--- src/rtl/cfg_lut_pkg.sv ---
package cfg_lut_pkg;
   typedef enum logic [1:0] {
      MODE_LOGIC = 2'b00,
      MODE_SPLIT = 2'b01,
      MODE_RAM   = 2'b10,
      MODE_SHIFT = 2'b11
   } lut_mode_t;
endpackage

--- src/rtl/cfg_lut_store.sv ---
module cfg_lut_store
   import cfg_lut_pkg::*;
#(
   parameter int AW      = 6,
   parameter int DEPTH   = 1 << AW,
   parameter int SHIFT_N = DEPTH / 2
) (
   input  logic             clk,
   input  logic             rst_n,
   input  logic             cfg_en,
   input  logic             cfg_bit,
   input  lut_mode_t        mode,
   input  logic             we,
   input  logic [AW-1:0]    addr,
   input  logic             din,
   output logic [DEPTH-1:0] tbl
);
   if (DEPTH != (1 << AW)) begin : g_bad_depth
      $error("cfg_lut_store: DEPTH must equal 2**AW");
   end
   if (SHIFT_N < 2 || SHIFT_N > DEPTH) begin : g_bad_shift
      $error("cfg_lut_store: SHIFT_N out of range");
   end

   logic user_wr;
   assign user_wr = we && (mode == MODE_RAM || mode == MODE_SHIFT);

   always_ff @(posedge clk) begin
      if (!rst_n) begin
         tbl <= '0;
      end else if (cfg_en) begin
         tbl <= {tbl[DEPTH-2:0], cfg_bit};
      end else if (we) begin
         case (mode)
            MODE_RAM:   tbl[addr] <= din;
            MODE_SHIFT: tbl[SHIFT_N-1:0] <= {tbl[SHIFT_N-2:0], din};
            default:    ;
         endcase
      end
   end

   AST_CFG_ENTRY0: assert property (@(posedge clk) disable iff (!rst_n)
      cfg_en |=> tbl[0] == $past(cfg_bit));
   AST_CFG_WINS: assert property (@(posedge clk) disable iff (!rst_n)
      (cfg_en && user_wr) |=> tbl[DEPTH-1] == $past(tbl[DEPTH-2]));
   AST_RAM_WRITE: assert property (@(posedge clk) disable iff (!rst_n)
      (!cfg_en && we && mode == MODE_RAM) |=> tbl[$past(addr)] == $past(din));
   AST_UPPER_HOLD: assert property (@(posedge clk) disable iff (!rst_n)
      (!cfg_en && mode == MODE_SHIFT) |=> $stable(tbl[DEPTH-1:SHIFT_N]));
   AST_NO_WRITE_HOLD: assert property (@(posedge clk) disable iff (!rst_n)
      (!cfg_en && !user_wr) |=> $stable(tbl));
endmodule

--- src/rtl/cfg_lut_rdmux.sv ---
module cfg_lut_rdmux #(
   parameter int AW = 6,
   parameter int N  = 1 << AW
) (
   input  logic [N-1:0]  data,
   input  logic [AW-1:0] sel,
   output logic          y
);
   if (N > (1 << AW)) begin : g_bad_n
      $error("cfg_lut_rdmux: N exceeds address range");
   end

   if (N == (1 << AW)) begin : g_full
      assign y = data[sel];
   end else begin : g_partial
      assign y = (int'(sel) < N) ? data[sel] : 1'b0;
   end
endmodule

--- src/rtl/cfg_lut_cell.sv ---
module cfg_lut_cell
   import cfg_lut_pkg::*;
#(
   parameter int K        = 6,
   parameter bit SPLIT_EN = 1'b1
) (
   input  logic         clk,
   input  logic         rst_n,
   input  logic         cfg_en,
   input  logic         cfg_bit,
   input  logic [1:0]   mode,
   input  logic [K-1:0] sel,
   input  logic         we,
   input  logic         din,
   output logic         lut_out,
   output logic         lut_lo,
   output logic         cascade_out
);
   localparam int DEPTH   = 1 << K;
   localparam int SHIFT_N = DEPTH / 2;
   localparam int HW      = K - 1;

   if (K < 2 || K > 8) begin : g_bad_k
      $error("cfg_lut_cell: K must be between 2 and 8");
   end

   lut_mode_t        mode_q;
   logic [DEPTH-1:0] tbl;
   logic [K-1:0]     main_addr;

   assign mode_q = lut_mode_t'(mode);

   cfg_lut_store #(.AW(K), .DEPTH(DEPTH), .SHIFT_N(SHIFT_N)) u_store (
      .clk    (clk),
      .rst_n  (rst_n),
      .cfg_en (cfg_en),
      .cfg_bit(cfg_bit),
      .mode   (mode_q),
      .we     (we),
      .addr   (sel),
      .din    (din),
      .tbl    (tbl)
   );

   always_comb begin
      case (mode_q)
         MODE_SPLIT: main_addr = SPLIT_EN ? {1'b1, sel[HW-1:0]} : sel;
         MODE_SHIFT: main_addr = {1'b0, sel[HW-1:0]};
         default:    main_addr = sel;
      endcase
   end

   cfg_lut_rdmux #(.AW(K), .N(DEPTH)) u_main_mux (
      .data(tbl),
      .sel (main_addr),
      .y   (lut_out)
   );

   if (SPLIT_EN) begin : g_split
      cfg_lut_rdmux #(.AW(HW), .N(SHIFT_N)) u_lo_mux (
         .data(tbl[SHIFT_N-1:0]),
         .sel (sel[HW-1:0]),
         .y   (lut_lo)
      );
   end else begin : g_nosplit
      assign lut_lo = 1'b0;
   end

   assign cascade_out = tbl[SHIFT_N-1];

   AST_CASCADE_STEP: assert property (@(posedge clk) disable iff (!rst_n)
      (!cfg_en && we && mode_q == MODE_SHIFT) |=> cascade_out == $past(tbl[SHIFT_N-2]));
   AST_SPLIT_HIGH: assert property (@(posedge clk) disable iff (!rst_n)
      (mode_q == MODE_SPLIT && SPLIT_EN) |-> lut_out == tbl[SHIFT_N + int'(sel[HW-1:0])]);
endmodule

--- config.mk ---
export PLATFORM = sky130hd
export DESIGN_NAME = cfg_lut_cell
export DESIGN_NICKNAME = d
export VERILOG_FILES = /design/src/rtl/cfg_lut_pkg.sv /design/src/rtl/cfg_lut_store.sv /design/src/rtl/cfg_lut_rdmux.sv /design/src/rtl/cfg_lut_cell.sv
export SDC_FILE = /design/constraint.sdc
export NUM_CORES = 1
export LEC_CHECK = 0
export ABC_AREA = 1
export BUFFER_PORTS_ARGS = -buffer_cell sky130_fd_sc_hd__buf_4
export CORE_MARGIN = 2
export CORE_UTILIZATION = 51
export CTS_CLUSTER_SIZE = 10
export DETAILED_ROUTE_END_ITERATION = 8
export GPL_TIMING_DRIVEN = 1
export PLACE_DENSITY = 0.68
export SYNTH_ARGS = -nofsm -noshare
export SYNTH_HDL_FRONTEND = slang
export SYNTH_SLANG_ARGS = --single-unit
--- constraint.sdc ---
create_clock -name clk -period 1.4 [get_ports clk]
set_input_delay 0.07 -clock clk [delete_from_list [all_inputs] [get_ports clk]]
set_output_delay 0.07 -clock clk [all_outputs]
set_load 0.03 [all_outputs]
==> results of run 1 <==
[critical path, delay by kind of cell, from the launching register on]
family                 cells  cell delay [ns]
AND/OR/NAND/NOR            9             0.67
flip-flops                 1             0.32
buffers and inverters      2             0.18
[final timing paths]
check             startpoint               to  slack [ns]  depth (start not counted)
min                    rst_n  u_store.tbl[62]        0.04                          3
max           u_store.tbl[5]          lut_out       -0.20                         11
min reg2reg  u_store.tbl[37]  u_store.tbl[37]        0.48                          2
max reg2reg   u_store.tbl[4]   u_store.tbl[5]        0.48                          4
[per-layer routing]
layer | vias to the layer above | track usage
met5 | - | 0
met4 | 0 | 0.1012
met3 | 27 | 0.04933
met2 | 213 | 0.4699
met1 | 2260 | 0.4535
li1 | 2339 | -
[per-stage QoR]
stage / util / hold slack (ns) / TNS [ns] / power (W)
4_1_cts: 0.6222 / 0.03382 / -0.4022 / 0.005299
3_3_place_gp: 0.5876 / 0.3529 / -0.09859 / 0.003224
3_5_place_dp: 0.5876 / 0.3581 / -0.2360 / 0.003249
6_report: 0.6268 / 0.04391 / -0.3075 / 0.005317
2_1_floorplan: - / 0.2042 / 0 / 0.002855
5_1_grt: 0.6268 / 0.05835 / -0.4823 / 0.005524
[final cells by class]
cell class	instances	area share
clock buffer	11	0.02940
clock inverter	5	0.01992
inverter	46	0.03353
multi-input combinational	498	0.5114
sequential	64	0.2517
tap	105	0.02551
timing repair buffer	69	0.1285
[Yosys cell counts (all sizes together)]
library cell / number / share of area
o21ai: 26 / 0.030
a31oi: 5 / 0.0072
a211oi: 55 / 0.095
nand4: 19 / 0.027
and2: 4 / 0.0058
dfxtp: 64 / 0.30
buf: 31 / 0.045
clkbuf: 20 / 0.017
nand2: 179 / 0.16
inv: 46 / 0.040
nand3: 30 / 0.040
o2111a: 9 / 0.023
nor2: 38 / 0.047
a21oi: 80 / 0.094
nor3: 53 / 0.070
[power groups by stage]
stage | logic [W] | registers [W] | clock network [W]
2_1_floorplan | 0.000768 | 0.00209 | 0
3_3_place_gp | 0.00110 | 0.00213 | 0
3_5_place_dp | 0.00112 | 0.00213 | 0
4_1_cts | 0.00114 | 0.00209 | 0.00207
5_1_grt | 0.00128 | 0.00211 | 0.00213
6_report | 0.00117 | 0.00210 | 0.00205
[cells by family after synthesis]
family | after synthesis
AO/OA/AOI/OAI | 175
buffers and inverters | 97
flip-flops | 64
AND/OR/NAND/NOR | 323
[layout by cell type (no fill, tap or decap)]
cell | synthesis | layout
nand3_1 | 27 | 25
nand3_4 | 1 | 1
bufinv_16 | 0 | 3
nand2_1 | 174 | 171
and2_0 | 2 | 2
buf_12 | 0 | 11
nand3_2 | 2 | 4
o21ai_1 | 6 | 9
inv_1 | 35 | 32
clkinv_2 | 0 | 1
and2_1 | 2 | 2
nand4_1 | 19 | 19
dlygate4sd3_1 | 0 | 1
o21ai_0 | 20 | 15
nor3_4 | 1 | 1
clkinvlp_4 | 0 | 1
nor2_1 | 27 | 26
inv_2 | 11 | 14
nor2_4 | 7 | 7
a31oi_1 | 5 | 5
dfxtp_1 | 64 | 52
nor3_2 | 5 | 5
buf_6 | 4 | 1
o21ai_2 | 0 | 2
clkbuf_8 | 0 | 11
dfxtp_2 | 0 | 12
a211oi_1 | 55 | 55
a21oi_1 | 78 | 78
nor2_2 | 4 | 5
nand2_4 | 3 | 3
o2111a_1 | 9 | 9
a21oi_2 | 2 | 2
nor3_1 | 47 | 47
nand2_2 | 2 | 5
buf_4 | 7 | 56
[what timing repair did]
action	CTS	global route
pin swaps	6	7
endpoints found under the hold margin	1	0
endpoints found under the setup margin	2	2
hold buffers	1	0
resized for setup	12	15
buffers inserted	1	1
==> impl_metrics.toml, run 1 <==
[sta]
finClkSkew_ns = 0.007363
fin_crit_ns = 1.596
setup_ws_ns = -0.1960
report.final.hold_viol_count = 0
final-max-slew-violation-count = 0
layout_worst_path_cycle_share = 1.140
timing_worst_slew_pin_value_ns = 0.7264
relSlewSlack = 0.5152
grt_setup_unrepaired = "true"
timing.final.setup_violations = 2
timing.fmax_mhz = 626.6

[route]
vias = 4839
detail_route.iter0.violations = 431
detailroute.wirelength.met3_microns = 1151
routed-wl-met2_microns = 6002
drt_pre_antenna_iters = 6
detail_route.vias_per_cell = 6.064
finalWirelength_microns = 13690
m1WireLength_microns = 6275
antenna_violating_nets_post_route = 0
drc_errors = 0
wl_per_cell_microns = 17.16
route.top_layer_used = "met4"

[power]
portion_of_total_power_attributed_to_combinational_logic = 0.219
max-vdd-ir-drop_mv = 0.4850
clk_pwr_share = 0.385
total_switching_power_w = 0.001604
power.density_cell_area_nw_per_um2 = 1032
share_of_total_power_consumed_by_net_switching = 0.3018
sequential_share_of_power = 0.395
internal_power_w = 0.003712
total_leakage_power_nw = 2.208

[die]
initial_cell_density_of_the_core = 0.5270
io_pins = 17
rows = 33
core_sq_um = 8217
dieArea_sq_um = 9244
dieWidth_microns = 96.15
die_y_microns = 96.15

[finish]
antenna-diode-count = 0
register_area_sq_um = 1296
total_area_of_multi_input_combinational_cells_sq_um = 2634
layout-drive-gt1-share = 0.2092
final_cell_count_no_fill = 798
nets = 702
syn_to_final_growth_pct = 18.93
n_fill_cell = 794
post-route-cell-area_sq_um = 5150
max_reg_flops = 64
largestRegisters = "u_store.tbl x64"
largest-register = "u_store.tbl"

[clocking]
cts_buffers = 9
worst_setup_hold_path_clk_slew_ns = 0.08
clkSinkCount = 64
clock_tree_from_tritoncts = "yes"
cts-root-to-sink-buffers = 2
htreeDepth = 3
clk_root_buffer_cell = "clkbuf_8"
clock_insertion_delay_worst_skew_ns = 0.36

[placed_design]
placed_cell_area_sq_um = 4828
dp_hpwl_microns = 9608
numPlacedInstances = 779
port-buffer-count = 16
dpl_worst_slack_ns = -0.06632
gp_congestion = 0.9459

[status]
outcome = "complete, but fails checks"
failing_checks = "negative setup slack"

[critical_path]
worst_ep_arrival_time_ns = 1.53
critPathSlowestCell = "dfxtp_2"
crit_path_max_incr_delay_ns = 0.32
cp_common_cell = "nand2_2"
ordered_cell_list_for_the_critical_path = "inv_2, nand2_1, nand3_1, nand2_1, nor2_2, nand3_1, nand3_2, nand2_2, nand2_2, nand2_2, buf_6"
setup.worst_path.class = "reg2out"
worstSetupEndpointType = "primary output"
setup.worst_path.start_class = "register"
worst-path-max-fanout = 2
data_required_time_at_the_worst_endpoint_ns = 1.33

[global_route]
global_route_wire_length_before_repair_microns = 22120
grt_util_all_layers = 0.3126
first_global_vias = 4383
grt_remaining_overflow = 0
grt_antenna_before_repair = 0
grt_max_degree = 73

[synthesis]
yosys.area_share.adder = 0
post_synth.cell_area_avg_sq_um = 6.571
synthesis.instances = 659
largest_family_of_logic_cells_by_synthesized_area = "simple AND/OR/NAND/NOR gates"
mappedNetlistArea_sq_um = 4330
synth_seq_area_share = 0.2959
synth.distinct_cells = 30
synth_xor_xnor_area_share = 0
synth_compound_area_frac = 0.2502
synth_nets = 673
synth_mux_area_frac = 0
share_of_synthesized_cell_area_in_and_or_nand_and_nor_gates = 0.3516
yosys_warnings = 0
yosys_register_bits = 64

[flow_run]
maxCapViolCount = 0

[hold_path]
min-delay-path-class = "in2reg"
(Power assumes the default switching activity.)
==> run 2: changes to the inputs <==
--- a/config.mk
+++ b/config.mk
@@ -15,4 +15,5 @@
 export PLACE_DENSITY = 0.68
 export SYNTH_ARGS = -nofsm -noshare
 export SYNTH_HDL_FRONTEND = slang
+export SYNTH_HIERARCHICAL = 1
 export SYNTH_SLANG_ARGS = --single-unit
==> impl_metrics.toml, run 2 <==
[sta]
fin_crit_ns = 1.573
setup_ws_ns = -0.1733
relSlewSlack = 0.3071
setup_total_negative_slack_ns = -0.2881
timing.fmax_mhz = 635.6
timing_worst_slew_pin_value_ns = 1.031
timing.final.setup_violations = 2
final-max-slew-violation-count = 0
grt_setup_unrepaired = "true"
finClkSkew_ns = 0.006503
report.final.hold_viol_count = 0
layout_worst_path_cycle_share = 1.124
finalHoldWorstSlack_ns = 0.05551

[status]
failing_checks = "negative setup slack"
outcome = "complete, but fails checks"

[finish]
postLayoutCoreUtil = 0.6023
commonest_cells_after_routing_fill_and_taps_aside = "349 x nand2_1, 99 x nor2_1, 85 x nand3_1"
largest-register = "u_store/tbl"
nets = 909
syn_to_final_growth_pct = 15.56
antenna-diode-count = 0
largestRegisters = "u_store/tbl x64"
max_reg_flops = 64
final_common_cell = "nand2_1"
final_cell_count_no_fill = 1010
layout-drive-gt1-share = 0.1746

[clocking]
clkSinkCount = 64
worst_setup_hold_path_clk_slew_ns = 0.08
clock_tree_from_tritoncts = "yes"
cts_buffers = 9
htreeDepth = 3
cts-root-to-sink-buffers = 2
clk_root_buffer_cell = "clkbuf_8"
clock_insertion_delay_worst_skew_ns = 0.36

[placed_design]
dpl_worst_slack_ns = -0.09837
dp_hpwl_microns = 9827
gp_congestion = 0.9203
port-buffer-count = 16
numPlacedInstances = 987

[synthesis]
netlist.area_leader.share = 0.2819
synth-edff-count = 0
async_reset_ff_frac = 0
synth_nets = 884
synth_seq_area_share = 0.2673
yosys_warnings = 6
post_synth.cell_area_avg_sq_um = 5.510
synth_area_leaders = "nand2_1 28%, dfxtp_1 27%, nand3_1 10%"
netlist_top_cells_count = "360 x nand2_1, 100 x nand3_1, 99 x nor2_1"
synth_most_common_cell = "nand2_1"
synthesis.instances = 870
yosysTopAreaCell = "nand2_1"
mappedNetlistArea_sq_um = 4793
synth.distinct_cells = 20
yosys_register_bits = 64
synth_ff_type = "dfxtp_1"

[critical_path]
timing.critical_path.buf_inv = 1
worst_ep_arrival_time_ns = 1.50
path_delay_family = "simple AND/OR/NAND/NOR gates"
setup.worst_path.start_class = "register"
cp_common_cell = "nand3_2"
setup.worst_path.class = "reg2out"
crit_path_max_incr_delay_ns = 0.34
worst-path-max-fanout = 2
data_required_time_at_the_worst_endpoint_ns = 1.33
worstSetupEndpointType = "primary output"
ordered_cell_list_for_the_critical_path = "nand2_1, nand3_2, nand3_2, nand2_2, nand2_1, nand3_2, nand3_2, nand2_2, buf_6"
critPathSlowestCell = "dfxtp_2"

[route]
drc_errors = 0
drt_pre_antenna_iters = 5
finalWirelength_microns = 15300
detail_route.iter0.violations = 381
vias = 5666
antenna_violating_nets_post_route = 0
wl_per_cell_microns = 15.15
detail_route.vias_per_cell = 5.610

[global_route]
globalRoute.busiestLayer = "met2"
global_route_wire_length_before_repair_microns = 24230
met2_usage = 0.5097
first_global_vias = 5176
grt_util_all_layers = 0.3004
grt_use_met1 = 0.3686
grt_max_degree = 65
global_route.usage.met3 = 0.04993
grt_antenna_before_repair = 0
grt_remaining_overflow = 0

[hold_path]
min-delay-path-class = "in2reg"

[power]
power.density_cell_area_nw_per_um2 = 882.4
total_leakage_power_nw = 2.741
max-vdd-ir-drop_mv = 0.5733

[die]
dieArea_sq_um = 10190
core_sq_um = 9196
initial_cell_density_of_the_core = 0.5212
dieWidth_microns = 100.9
die_y_microns = 100.9
rows = 35
io_pins = 17

[flow_run]
maxCapViolCount = 0
-- run 2: worst min-delay path, stage by stage --
cell and delay [ns]:
buf_4 0.08, nand2_1 0.04, nand3_1 0.07, nor2_1 0.04, nor2_1 0.08
-- run 2: logic make-up after synthesis --
kind of cell | after synthesis | synth area share
simple gates | 598 | 0.5234
buf+inv | 113 | 0.1102
compound gates | 95 | 0.09919
flops | 64 | 0.2673
-- run 2: final timing paths --
kind,from,end,slack (ns),depth (start not counted)
max,u_store/tbl[38],lut_out,-0.17,9
min,cfg_bit,u_store/tbl[0],0.06,5
max reg2reg,u_store/tbl[29],u_store/tbl[30],0.45,6
min reg2reg,u_store/tbl[63],u_store/tbl[63],0.51,4
-- run 2: per-layer routing --
| metal | part of all wire | vias up | routed length (microns) |
|---|---|---|---|
| met2 | 0.48 | 269 | 7300 |
| met5 | 0 | - | 0 |
| met3 | 0.083 | 52 | 1266 |
| met4 | 0.034 | 0 | 525 |
| met1 | 0.41 | 2551 | 6204 |
| li1 | - | 2794 | - |
-- run 2: power by group --
group          internal, W  switching, W
registers          0.00199      0.000121
clock network     0.000624      0.000762
logic             0.000541      0.000850
-- run 2: cell type report --
cell class              instances  area [sq um]
well taps                     111         138.9
inverters                      65         256.5
repair buffers                 62         560.5
clock buffers                  11         131.4
clock inverters                 4         22.52
multi-input cells             693          3087
fillers                       912          3657
flip-flops and latches         64          1343
-- run 2: repair_timing --
item | 4_1_cts | 5_1_grt
hold endpoints to repair | 0 | 0
buffers inserted | 5 | 3
hold buffers | 0 | 0
setup endpoints to repair | 2 | 2
pin swaps | 11 | 11
resized for setup | 41 | 32
-- run 2: per-stage QoR --
step	cell area, sq um	total power, W
4_1_cts	5416	0.004846
3_5_place_dp	5156	0.003412
6_report	5539	0.004888
5_1_grt	5539	0.005149
3_3_place_gp	5156	0.003372
2_1_floorplan	4793	0.003036
